$ cat src/rtl/sdc_pkg.sv
package sdc_pkg;

    localparam int IDX_W     = 6;
    localparam int WORD_W    = 32;
    localparam int RSP_WORDS = 4;
    localparam int RSP_W     = WORD_W * RSP_WORDS;
    localparam int LEN_W     = 5;
    localparam int CMD_W     = 16;
    localparam int STS_W     = 16;

    localparam int SHORT_BYTES = WORD_W / 8;
    localparam int LONG_BYTES  = RSP_W / 8;

    // command word bit positions
    localparam int CB_LONG  = 9;
    localparam int CB_NORSP = 10;
    localparam int CB_BWAIT = 11;
    localparam int CB_FAIL  = 14;
    localparam int CB_START = 15;

    // status word bit positions
    localparam int SB_TIMEOUT = 6;
    localparam int SB_BUSYDONE = 10;

    typedef enum logic [1:0] {
        PH_IDLE = 2'd0,
        PH_REQ  = 2'd1,
        PH_WAIT = 2'd2
    } phase_e;

    typedef enum logic [1:0] {
        CAP_NONE  = 2'd0,
        CAP_SHORT = 2'd1,
        CAP_LONG  = 2'd2
    } cap_e;

    typedef struct packed {
        logic [IDX_W-1:0] index;
        logic             long_rsp;
        logic             no_rsp;
        logic             busy_wait;
    } cmd_fields_t;

endpackage

$ cat src/rtl/sdc_cmd_decode.sv
module sdc_cmd_decode
    import sdc_pkg::*;
(
    input  logic [CMD_W-1:0] cmd_word,
    output cmd_fields_t      fields
);

    always_comb begin
        fields.index     = cmd_word[IDX_W-1:0];
        fields.long_rsp  = cmd_word[CB_LONG];
        fields.no_rsp    = cmd_word[CB_NORSP];
        fields.busy_wait = cmd_word[CB_BWAIT];
    end

endmodule

$ cat src/rtl/sdc_resp_judge.sv
module sdc_resp_judge
    import sdc_pkg::*;
(
    input  logic             want_long,
    input  logic             want_none,
    input  logic             card_err,
    input  logic [LEN_W-1:0] len_bytes,
    output logic             ok,
    output cap_e             cap
);

    always_comb begin
        ok  = 1'b0;
        cap = CAP_NONE;
        if (card_err) begin
            ok = 1'b0;
        end else if (want_none) begin
            ok = 1'b1;
        end else if (len_bytes == LEN_W'(LONG_BYTES)) begin
            ok  = 1'b1;
            cap = CAP_LONG;
        end else if (len_bytes == LEN_W'(SHORT_BYTES) && !want_long) begin
            ok  = 1'b1;
            cap = CAP_SHORT;
        end
    end

endmodule

$ cat src/rtl/sdc_rsp_bank.sv
module sdc_rsp_bank
    import sdc_pkg::*;
(
    input  logic             clk,
    input  logic             rst_n,
    input  logic             load,
    input  cap_e             cap,
    input  logic [RSP_W-1:0] data,
    output logic [RSP_W-1:0] words
);

    for (genvar k = 0; k < RSP_WORDS; k++) begin : g_word
        logic [WORD_W-1:0] word_d, word_q;

        always_comb begin
            word_d = word_q;
            if (load) begin
                if (cap == CAP_LONG) begin
                    word_d = data[k*WORD_W +: WORD_W];
                end else if (cap == CAP_SHORT) begin
                    word_d = (k == 0) ? data[RSP_W-1 -: WORD_W] : '0;
                end
            end
        end

        always_ff @(posedge clk) begin
            if (!rst_n) word_q <= '0;
            else        word_q <= word_d;
        end

        assign words[k*WORD_W +: WORD_W] = word_q;
    end

endmodule

$ cat src/rtl/sdc_cmd_issuer.sv
module sdc_cmd_issuer
    import sdc_pkg::*;
(
    input  logic               clk,
    input  logic               rst_n,
    input  logic               cmd_wr_en,
    input  logic [CMD_W-1:0]   cmd_wr_data,
    input  logic               arg_wr_en,
    input  logic [WORD_W-1:0]  arg_wr_data,
    input  logic               sts_clr_en,
    input  logic [STS_W-1:0]   sts_clr_mask,
    input  logic               cfg_busy_irq_en,
    output logic [CMD_W-1:0]   cmd_reg,
    output logic [WORD_W-1:0]  arg_reg,
    output logic [STS_W-1:0]   host_status,
    output logic               busy,
    output logic [RSP_W-1:0]   rsp_words,
    output logic               req_valid,
    input  logic               req_ready,
    output logic [IDX_W-1:0]   req_index,
    output logic [WORD_W-1:0]  req_arg,
    output logic               resp_ready,
    input  logic               resp_valid,
    input  logic               resp_err,
    input  logic [LEN_W-1:0]   resp_len,
    input  logic [RSP_W-1:0]   resp_data
);

    typedef struct packed {
        phase_e             phase;
        logic [CMD_W-1:0]   cmd;
        logic [WORD_W-1:0]  arg;
        logic [STS_W-1:0]   sts;
    } state_t;

    state_t      st_d, st_q;
    cmd_fields_t live;
    logic        judge_ok;
    cap_e        judge_cap;
    logic        load_rsp;

    sdc_cmd_decode u_decode (
        .cmd_word (st_q.cmd),
        .fields   (live)
    );

    sdc_resp_judge u_judge (
        .want_long (live.long_rsp),
        .want_none (live.no_rsp),
        .card_err  (resp_err),
        .len_bytes (resp_len),
        .ok        (judge_ok),
        .cap       (judge_cap)
    );

    sdc_rsp_bank u_bank (
        .clk   (clk),
        .rst_n (rst_n),
        .load  (load_rsp),
        .cap   (judge_cap),
        .data  (resp_data),
        .words (rsp_words)
    );

    always_comb begin
        st_d     = st_q;
        load_rsp = 1'b0;
        if (sts_clr_en) begin
            st_d.sts = st_q.sts & ~sts_clr_mask;
        end
        unique case (st_q.phase)
            PH_IDLE: begin
                if (arg_wr_en) begin
                    st_d.arg = arg_wr_data;
                end
                if (cmd_wr_en) begin
                    st_d.cmd = cmd_wr_data;
                    if (cmd_wr_data[CB_START]) begin
                        st_d.phase = PH_REQ;
                    end
                end
            end
            PH_REQ: begin
                if (req_ready) begin
                    st_d.phase = PH_WAIT;
                end
            end
            PH_WAIT: begin
                if (resp_valid) begin
                    st_d.phase         = PH_IDLE;
                    st_d.cmd[CB_START] = 1'b0;
                    if (judge_ok) begin
                        load_rsp = 1'b1;
                        if (live.busy_wait && cfg_busy_irq_en) begin
                            st_d.sts[SB_BUSYDONE] = 1'b1;
                        end
                    end else begin
                        st_d.cmd[CB_FAIL]    = 1'b1;
                        st_d.sts[SB_TIMEOUT] = 1'b1;
                    end
                end
            end
            default: st_d.phase = PH_IDLE;
        endcase
    end

    always_ff @(posedge clk) begin
        if (!rst_n) begin
            st_q.phase <= PH_IDLE;
            st_q.cmd   <= '0;
            st_q.arg   <= '0;
            st_q.sts   <= '0;
        end else begin
            st_q <= st_d;
        end
    end

    assign cmd_reg     = st_q.cmd;
    assign arg_reg     = st_q.arg;
    assign host_status = st_q.sts;
    assign busy        = (st_q.phase != PH_IDLE);
    assign req_valid   = (st_q.phase == PH_REQ);
    assign resp_ready  = (st_q.phase == PH_WAIT);
    assign req_index   = live.index;
    assign req_arg     = st_q.arg;

endmodule

$ cat config.mk
export PLATFORM = sky130hd
export DESIGN_NAME = sdc_cmd_issuer
export DESIGN_NICKNAME = d
export VERILOG_FILES = /design/src/rtl/sdc_pkg.sv /design/src/rtl/sdc_cmd_decode.sv /design/src/rtl/sdc_resp_judge.sv /design/src/rtl/sdc_rsp_bank.sv /design/src/rtl/sdc_cmd_issuer.sv
export SDC_FILE = /design/constraint.sdc
export NUM_CORES = 1
export LEC_CHECK = 0
export BUFFER_PORTS_ARGS = -buffer_cell sky130_fd_sc_hd__buf_2
export CORE_AREA = 2 2 171 173
export DETAILED_ROUTE_END_ITERATION = 12
export DIE_AREA = 0 0 173 175
export PLACE_DENSITY = 0.56
export SYNTH_ARGS = -nofsm -noshare
export SYNTH_HDL_FRONTEND = slang
export SYNTH_SLANG_ARGS = --single-unit
$ cat constraint.sdc
create_clock -name clk -period 3.3 [get_ports clk]
set_input_delay 0.33 -clock clk [delete_from_list [all_inputs] [get_ports clk]]
set_output_delay 0.33 -clock clk [all_outputs]
set_load 0.005 [all_outputs]
# Yosys cells after proc, flatten, opt, wreduce, memory -nomap -nowiden
# Index checks and enable logic that the tools add are counted.
[op_classes]
addsub = 0
mul = 0
div_mod_pow = 0
order_cmp = 0
eq_ne = 11
n_shift = 0
muxes = 32
n_bitwise = 2
n_reduce_logical = 13
[op_table]
columns = ["operator", "count"]
rows = [
  ["$mux W32", 6],
  ["$mux W18", 1],
  ["$and A16 B16 Y16", 1],
  ["$mux W1", 16],
  ["$not A16 Y16", 1],
  ["$mux W11", 1],
  ["$mux W2", 5],
  ["$reduce_and A4 Y1", 2],
  ["$ne A2 B2 Y1 const B", 3],
  ["$pmux W2 S3", 1],
  ["$reduce_and A2 Y1", 3],
  ["$reduce_bool A2 Y1", 3],
  ["$eq A5 B3 Y1 const B", 1],
  ["$eq A5 B5 Y1 const B", 1],
  ["$eq A2 B1 Y1 const B", 2],
  ["$eq A2 B2 Y1 const B", 2],
  ["$mux W4", 1],
  ["$ne A2 B1 Y1 const B", 2],
  ["$pmux W2 S2", 1],
  ["$reduce_and A3 Y1", 1],
  ["$logic_and A1 B1 Y1", 2],
  ["$logic_not A2 Y1", 1],
  ["$logic_not A1 Y1", 1],
]
[totals]
regBits = 194
latchBits = 0
ram_bits = 0
romBits = 0
inputBits = 206
output_inout_bits = 233
elab_cells = 69
n_memories = 0

# Logic depth before layout (Yosys ltp)
# Gate-level depths: netlist of the first run.
[depth]
ltp_word = 10
mapped_depth = 11
depth_no_buf = 7

# Cells and area by module
# Synthesis of the first run repeated with hierarchy kept, for this count alone.
[unflattened]
cells_unflattened = 967
area_unflattened_um2 = 8424.3
[modules_own_cells]
columns = ["mod", "instances", "cells_each", "area_each_um2", "seq_area_each_um2"]
rows = [
  ["sdc_rsp_bank", 1, 573, 5111.2, 2562.5],
  ["sdc_cmd_issuer", 1, 376, 3180.6, 1321.3],
  ["sdc_cmd_decode", 1, 9, 67.6, 0.0],
  ["sdc_resp_judge", 1, 9, 65.1, 0.0],
]

# Worst setup path after synthesis of the first run
# OpenSTA, ideal clock, no wires.
[synth_timing]
kind = "input-to-reg"
startpoint = "in resp_len[4]"
endpoint = "reg u_bank.g_word[3].word_q[11]"
setup_time_ns = 0.128
arrival_time_ns = 2.106
t_required_ns = 3.172
path_slack_ns = 1.066
cell_stages = 10
path_buffers = 4
cell_sequence = "or3b_1 > or2_2 > ha_1 > clkbuf_1 > and2_1 > clkbuf_1 > clkbuf_1 > clkbuf_1 > nand4_1 > o21ai_0"
[synth_between]
elab_chain_cells = 10
word_cells_on_any_way = 19
cone_classes = "eq/ne (4); mux (12); reduce/logical (3)"
[synth_rtl]
columns = ["item", "line", "rtl"]
rows = [
  ["start, declared", "sdc_cmd_issuer.sv:25", "input logic [LEN_W-1:0] resp_len,"],
  ["$eq A5 B3 Y1", "sdc_resp_judge.sv:22", "end else if (len_bytes == LEN_W'(SHORT_BYTES) && !want_long) begin"],
  ["$logic_and A1 B1 Y1", "sdc_resp_judge.sv:22", ""],
  ["$mux W1", "sdc_resp_judge.sv:22", ""],
  ["$mux W1", "sdc_resp_judge.sv:19", "end else if (len_bytes == LEN_W'(LONG_BYTES)) begin"],
  ["$mux W1", "sdc_resp_judge.sv:17", "end else if (want_none) begin"],
  ["$mux W1", "sdc_resp_judge.sv:15", "if (card_err) begin"],
  ["$mux W1", "sdc_cmd_issuer.sv:92", "if (judge_ok) begin"],
  ["$mux W1", "sdc_cmd_issuer.sv:89", "if (resp_valid) begin"],
  ["$mux W1", "sdc_cmd_issuer.sv:71", "unique case (st_q.phase)"],
  ["$reduce_and A2 Y1 (no line)", "-", ""],
  ["end signal, assigned", "sdc_rsp_bank.sv:28", "else word_q <= word_d;"],
  ["end, declared", "sdc_rsp_bank.sv:13", "logic [WORD_W-1:0] word_d, word_q;"],
]
# Several ways; a longest one is shown, not always the timed one.
# A chain may end at the register's enable or synchronous reset.

# Final worst setup path of the first run
[layout_timing]
startpoint = "reg st_q, in the netlist cmd_reg[9]"
endpoint = "reg u_bank.g_word[1].word_q[16]"
[layout_between]
elab_chain_cells = 10
word_cells_on_any_way = 18
cone_classes = "eq/ne (2); mux (12); reduce/logical (4)"
[layout_rtl]
columns = ["item", "line", "rtl"]
rows = [
  ["start, declared", "sdc_cmd_issuer.sv:36", "state_t st_d, st_q;"],
  ["start signal, assigned", "sdc_cmd_issuer.sv:114", "st_q <= st_d;"],
  ["$logic_not A1 Y1 *", "sdc_resp_judge.sv:22", ""],
  ["$logic_and A1 B1 Y1 *", "sdc_resp_judge.sv:22", ""],
  ["$mux W1", "sdc_resp_judge.sv:22", ""],
  ["$mux W1", "sdc_resp_judge.sv:19", ""],
  ["$mux W1", "sdc_resp_judge.sv:17", ""],
  ["$mux W1", "sdc_resp_judge.sv:15", ""],
  ["$mux W1", "sdc_cmd_issuer.sv:92", ""],
  ["$mux W1", "sdc_cmd_issuer.sv:89", ""],
  ["$mux W1", "sdc_cmd_issuer.sv:71", ""],
  ["$reduce_and A2 Y1 (no line)", "-", ""],
  ["end signal, assigned", "sdc_rsp_bank.sv:28", ""],
  ["end, declared", "sdc_rsp_bank.sv:13", ""],
]
# Every way passes the cells marked *; elsewhere a longest branch is shown, timed or not.

==> impl_metrics.json, run 1 <==
{
  "cp_max_fo": 36,
  "wl_um": 27300,
  "worstPathCellList": "or3b_1 > or2_2 > ha_2 > nor2_4 > and2_4 > buf_12 > mux2i_1",
  "cts_tree": "yes",
  "grt_max_degree": 140,
  "largest_register_ffs": 128,
  "ir_worst_vdd_uv": 259,
  "initial_utilization_pct": 30.0,
  "synthCells": 999,
  "cp_slowest_cell": "or3b_1",
  "min_period_ns": 2.55,
  "fmax_mhz": 392,
  "fin_tns_setup_ns": 0,
  "clk_pin_slew_ns": 0.08,
  "hold_slack_ns": 0.0641,
  "hold_viol": 0,
  "layout_setup_ws_ns": 0.747,
  "synth_fp_nets": 1206,
  "port-buffer-count": 438,
  "synth_enable_flop_cells": 0,
  "cp-end-kind": "flop",
  "final_core_util_pct": 38.1,
  "grt_pass1_vias": 7565,
  "startpoint": "cmd_reg[9]",
  "fillers": 3009,
  "cts.sinks": 194,
  "cts_max_path_buffers": 2,
  "grt_pass1_wl_um": 41800,
  "ys.flop_type": "dfxtp_1",
  "max-slew-margin-rel_pct": 25.8,
  "die_h_um": 175,
  "antenna_found_initial": 6,
  "cellPowerDensity_nw_per_um2": 450,
  "first_pass_iters": 4,
  "post_synth.cell_area_avg_um2": 8.53,
  "vias_per_cell": 4.59,
  "worst_r2r_path_depth": 7,
  "final_cell_mix": "buf_2, nand2_1, dfxtp_1",
  "std_cell_rows": 62,
  "drt-initial-drc-count": 291,
  "cap_violations": 0,
  "worstSkewPairLatency_ns": 0.44,
  "routedWlPerCell_um": 16.2,
  "status": "completed",
  "nNetsFinal": 1493,
  "crit_end": "u_bank.g_word[1].word_q[16]",
  "critical_path_class": "reg2reg",
  "numCtsBuffers": 17,
  "core-area_um2": 28400,
  "ff2ff_setup_slack_ns": 0.75,
  "hold_path_depth": 2,
  "synthToLayoutAreaGrowth_pct": 27.1,
  "grt.overflow.total": 0,
  "grt.total_usage_pct": 17.5,
  "async_flop_share_pct": 0,
  "drv_slew": 0,
  "r2r_start": "cmd_reg[9]",
  "worstPathArrival_ns": 2.92,
  "period_share_pct": 77.4,
  "cp-start-kind": "flop",
  "vias": 7727,
  "dieArea_um2": 30300,
  "p_leak_nw": 4.82,
  "final_common_cell": "buf_2",
  "clock_skew_ns": 0.0112,
  "drive_gt1_share_pct": 40.0,
  "r2r-end": "u_bank.g_word[1].word_q[16]",
  "ys_ff_latch": 194,
  "root_buffer": "clkbuf_16",
  "worst_pin_slew_ns": 1.11,
  "yosysWarnings": 0,
  "rsz0062_at_grt": "false",
  "synthesis.area_um2": 8520,
  "synthDistinctLibCells": 31,
  "max_stage_delay_ns": 0.44,
  "ant_nets": 0,
  "hpwl_um": 19400,
  "post_cts_resized": 0,
  "gp_congestion": 0.849,
  "post_cts_buffers": 0,
  "die_w_um": 173,
  "hold_path.class": "in2reg",
  "drc": 0,
  "ctsHoldBuffers": 0,
  "htreeDepth": 4,
  "io_pins": 439,
  "ys_seq_area_share_pct": 45.6,
  "pre_cts_slack_ns": 0.657,
  "setup_viol": 0,
  "critPathRequiredTime_ns": 3.67
}
metal layers:
layer  up-vias  routed length [um]  global-route usage (%)
met5         -                  54                       0
met3        43                2280                    6.40
met2       312               13300                    29.8
li1       3806                   -                       -
met4        10                 809                    6.96
met1      3556               10900                    19.8
critical path: cells and delay by family, from the launching register on:
family	cells	cell delay [ns]
buffers and inverters	1	0.29
AND/OR/NAND/NOR	4	1.31
flip-flops	1	0.35
adder cells (fa/ha/maj)	1	0.28
multiplexers	1	0.21
final cells by class:
cell class / count / area (um2) / share of cell area [%]
Sequential cell: 194 / 3880 / 35.9
Multi-Input combinational cell: 620 / 3520 / 32.5
Timing Repair Buffer: 449 / 2340 / 21.6
Tap cell: 384 / 480 / 4.44
Clock buffer: 20 / 467 / 4.31
Clock inverter: 12 / 111 / 1.03
Inverter: 4 / 15.0 / 0.139
Antenna cell: 2 / 5.00 / 0.0462
stage by stage:
step | cells | area (um2) | power [mW]
floorplan | 999 | 8520 | 2.70
global placement | 1651 | 10200 | 2.86
detailed placement | 1651 | 10200 | 2.86
CTS | 1683 | 10800 | 4.96
global route | 1683 | 10800 | 5.10
finish | 1685 | 10800 | 4.87
logic make-up (layout without fill, tap and decap cells):
logic type / after synthesis / after routing / share of synthesized area (%)
compound gates: 133 / 133 / 9.56
fa+ha+maj: 1 / 1 / 0.147
buf+inv: 185 / 485 / 13.4
flops: 194 / 194 / 45.6
mux: 96 / 96 / 11.8
other cells: 0 / 2 / 0
simple gates: 390 / 390 / 19.6
power breakdown:
| part | internal (mW) | switching (mW) | leakage (nW) | total, mW |
|---|---|---|---|---|
| sequential | 2.38 | 0.0285 | 1.57 | 2.41 |
| clock | 1.06 | 1.02 | 0.284 | 2.08 |
| combinational | 0.187 | 0.204 | 2.97 | 0.391 |
| total | 3.62 | 1.25 | 4.82 | 4.87 |
Yosys cell counts (all sizes together), types with 2 or more instances:
cell type    n  area (um2)
a21boi      50         375
dfxtp      194        3880
and2         5        31.3
clkbuf      61         234
nand2b       3        18.8
a21oi       14        70.1
nand2      304        1140
mux2        32         360
buf        120         888
nor2b        2        12.5
o21ai       64         320
mux2i       64         641
nor2         5        18.8
inv          4        15.0
nand4       65         407
o21a         2        15.0
worst min-delay path by stage:
| stage | startpoint | end | slack (ns) |
|---|---|---|---|
| after floorplan | host_status[0] | host_status[0] | 0.41 |
| after global placement | host_status[13] | host_status[13] | 0.42 |
| after detailed placement | host_status[2] | host_status[2] | 0.42 |
| after CTS | sts_clr_mask[4] | host_status[4] | 0.03 |
| after global routing | sts_clr_mask[9] | host_status[9] | 0.03 |
| final | sts_clr_mask[2] | host_status[2] | 0.06 |
Power figures use the tool's default switching activity.
==> inputs of run 2 (changes only) <==
--- a/config.mk
+++ b/config.mk
@@ -5,11 +5,12 @@
 export SDC_FILE = /design/constraint.sdc
 export NUM_CORES = 1
 export LEC_CHECK = 0
+export ABC_AREA = 1
 export BUFFER_PORTS_ARGS = -buffer_cell sky130_fd_sc_hd__buf_2
 export CORE_AREA = 2 2 171 173
 export DETAILED_ROUTE_END_ITERATION = 12
 export DIE_AREA = 0 0 173 175
-export PLACE_DENSITY = 0.56
+export PLACE_DENSITY = 0.62
 export SYNTH_ARGS = -nofsm -noshare
 export SYNTH_HDL_FRONTEND = slang
 export SYNTH_SLANG_ARGS = --single-unit
==> constraint.sdc (replaced) <==
create_clock -name clk -period 2.3 [get_ports clk]
set_input_delay 0.23 -clock clk [delete_from_list [all_inputs] [get_ports clk]]
set_output_delay 0.23 -clock clk [all_outputs]
set_load 0.005 [all_outputs]
==> run 2 against run 1 <==
Effect of this change:
- flip-flop and latch count did not move
- core utilization increased by 4.8 points
- global-route usage is 0.12 points higher
- hold slack lost 0.018 ns
- area after synthesis is 12% higher
- via count increased by 17%
- first-iteration DRC count up 38%
- largest cell class unchanged
- highest routed layer unchanged
==> impl_metrics.json, run 2 <==
{
  "async_flop_share_pct": 0,
  "status": "completed",
  "root_buffer": "clkbuf_16",
  "hold_path.class": "in2reg",
  "cp_max_fo": 39,
  "post_synth.cell_area_avg_um2": 6.53,
  "ir_worst_vdd_uv": 441,
  "routedWlPerCell_um": 12.5,
  "io_pins": 439,
  "synth_area_leaders": "dfxtp_1, nand2_1, nor2_1",
  "cts_max_path_buffers": 2,
  "gp_congestion": 0.857,
  "grt_pass1_wl_um": 42700,
  "critical_path_class": "reg2reg",
  "initial_utilization_pct": 33.5,
  "drv_slew": 0,
  "cts_tree": "yes",
  "hold_viol": 0,
  "vias": 9065,
  "std_cell_rows": 62,
  "htreeDepth": 4,
  "ff2ff_setup_slack_ns": 0.46,
  "ys_seq_area_share_pct": 40.9,
  "fillers": 2991,
  "synthCells": 1455,
  "die_h_um": 175,
  "cp-start-kind": "flop",
  "min_from": "arg_wr_data[2]",
  "synth_fp_nets": 1662,
  "cts.sinks": 194,
  "p_total_mw": 7.27,
  "core-area_um2": 28400,
  "dieArea_um2": 30300,
  "clk_pin_slew_ns": 0.07,
  "hold_slack_ns": 0.0457,
  "post_cts_buffers": 0,
  "stdcell_count": 2183,
  "grt_pass1_vias": 8186,
  "yosys-top-cells-count": "nand2_1, nor2_1, inv_1, dfxtp_1, buf_4",
  "worst_r2r_path_depth": 11,
  "worst_pin_slew_ns": 0.582,
  "grt_max_degree": 78,
  "largest_register_ffs": 128,
  "synthDistinctLibCells": 18,
  "synthToLayoutAreaGrowth_pct": 28.3,
  "worstPathArrival_ns": 2.17,
  "synth_enable_flop_cells": 0,
  "cellPowerDensity_nw_per_um2": 596,
  "cp-end-kind": "flop",
  "numCtsBuffers": 17,
  "ys.flop_type": "dfxtp_1",
  "die_w_um": 173,
  "yosysMostFrequentCell": "nand2_1",
  "fin_tns_setup_ns": 0,
  "cap_violations": 0,
  "multiInputGateArea_um2": 3570,
  "startpoint": "cmd_reg[9]",
  "layout_setup_ws_ns": 0.458,
  "period_share_pct": 80.1,
  "max-slew-margin-rel_pct": 61.2,
  "grt.total_usage_pct": 17.6,
  "hpwl_um": 20400,
  "wl_um": 27400,
  "ys_ff_latch": 194,
  "port-buffer-count": 438,
  "yosysTopAreaCell": "dfxtp_1",
  "yosysWarnings": 0,
  "nNetsFinal": 1992,
  "drc": 0,
  "worstSkewPairLatency_ns": 0.44,
  "vias_per_cell": 4.15,
  "ant_nets": 0,
  "antenna_found_initial": 3,
  "drt-initial-drc-count": 403,
  "clock_skew_ns": 0.0143,
  "place_area_um2": 11400,
  "drive_gt1_share_pct": 30.0,
  "final_cell_mix": "buf_2, nand2_1, nor2_1",
  "pre_cts_slack_ns": 0.246,
  "final_common_cell": "buf_2",
  "fmax_mhz": 543,
  "post_cts_resized": 0,
  "rsz0062_at_grt": "false",
  "r2r_start": "cmd_reg[9]",
  "seq_area_um2": 3880,
  "setup_viol": 0,
  "grt.overflow.total": 0,
  "min_period_ns": 1.84,
  "design_area_um2": 12200,
  "critPathRequiredTime_ns": 2.63,
  "place_inst": 2136,
  "hold_path_depth": 3,
  "final_core_util_pct": 42.9,
  "p_leak_nw": 7.86,
  "synthesis.area_um2": 9500,
  "synth_top_cell_area_share_pct": 40.9,
  "first_pass_iters": 5
}
[run 2: metal layers]
layer / vias to the layer above / wire length (um) / track usage, %
met5: - / 13 / 0
met4: 2 / 911 / 7.66
met3: 52 / 1960 / 5.27
met2: 326 / 13200 / 30.3
met1: 3923 / 11300 / 20.3
li1: 4762 / - / -
[run 2: critical path, stage by stage, from the launching register on]
cell	delay, ns
dfxtp_1	0.32
nor2_1	0.10
nand3_1	0.10
nor2_1	0.10
nand2_1	0.09
ha_4	0.21
inv_1	0.08
nand4_4	0.15
buf_12	0.20
buf_12	0.17
nor2_1	0.15
nor2_1	0.06
[run 2: cell type report]
class                      instances  share of cell area [%]
timing repair buffer             486                    22.5
tap                              384                    3.94
antenna                            1                  0.0205
sequential                       194                    31.9
inverter                         238                    7.33
multi-input combinational        848                    29.3
clock inverter                    13                    1.33
clock buffer                      19                    3.72
[run 2: logic make-up (layout without fill, tap and decap cells)]
group	after synthesis	count (layout)	share of synthesized area [%]
muxes	32	32	3.79
AOI/OAI and AO/OA	69	69	3.64
and+or+nand+nor	746	746	29.8
adders and majority gates	1	1	0.132
DFF	194	194	40.9
other	0	1	0
buffers and inverters	413	756	21.8
[run 2: timing repair]
action / 4_1_cts / 5_1_grt
setup endpoints to repair: 0 / 0
hold endpoints to repair: 14 / 0
hold buffers: 14 / 0
[run 2: worst paths after layout]
| check | endpoint |
|---|---|
| worst min-delay path | arg_reg[2] |
| worst max-delay path | u_bank.g_word[1].word_q[5] |
| worst max register to register | u_bank.g_word[1].word_q[5] |
| worst min register to register | host_status[14] |
[run 2: power breakdown]
group	total (mW)	internal, mW	switching (mW)
sequential	3.48	3.43	0.0527
clock	3.14	1.71	1.43
combinational	0.648	0.321	0.326
total	7.27	5.46	1.81
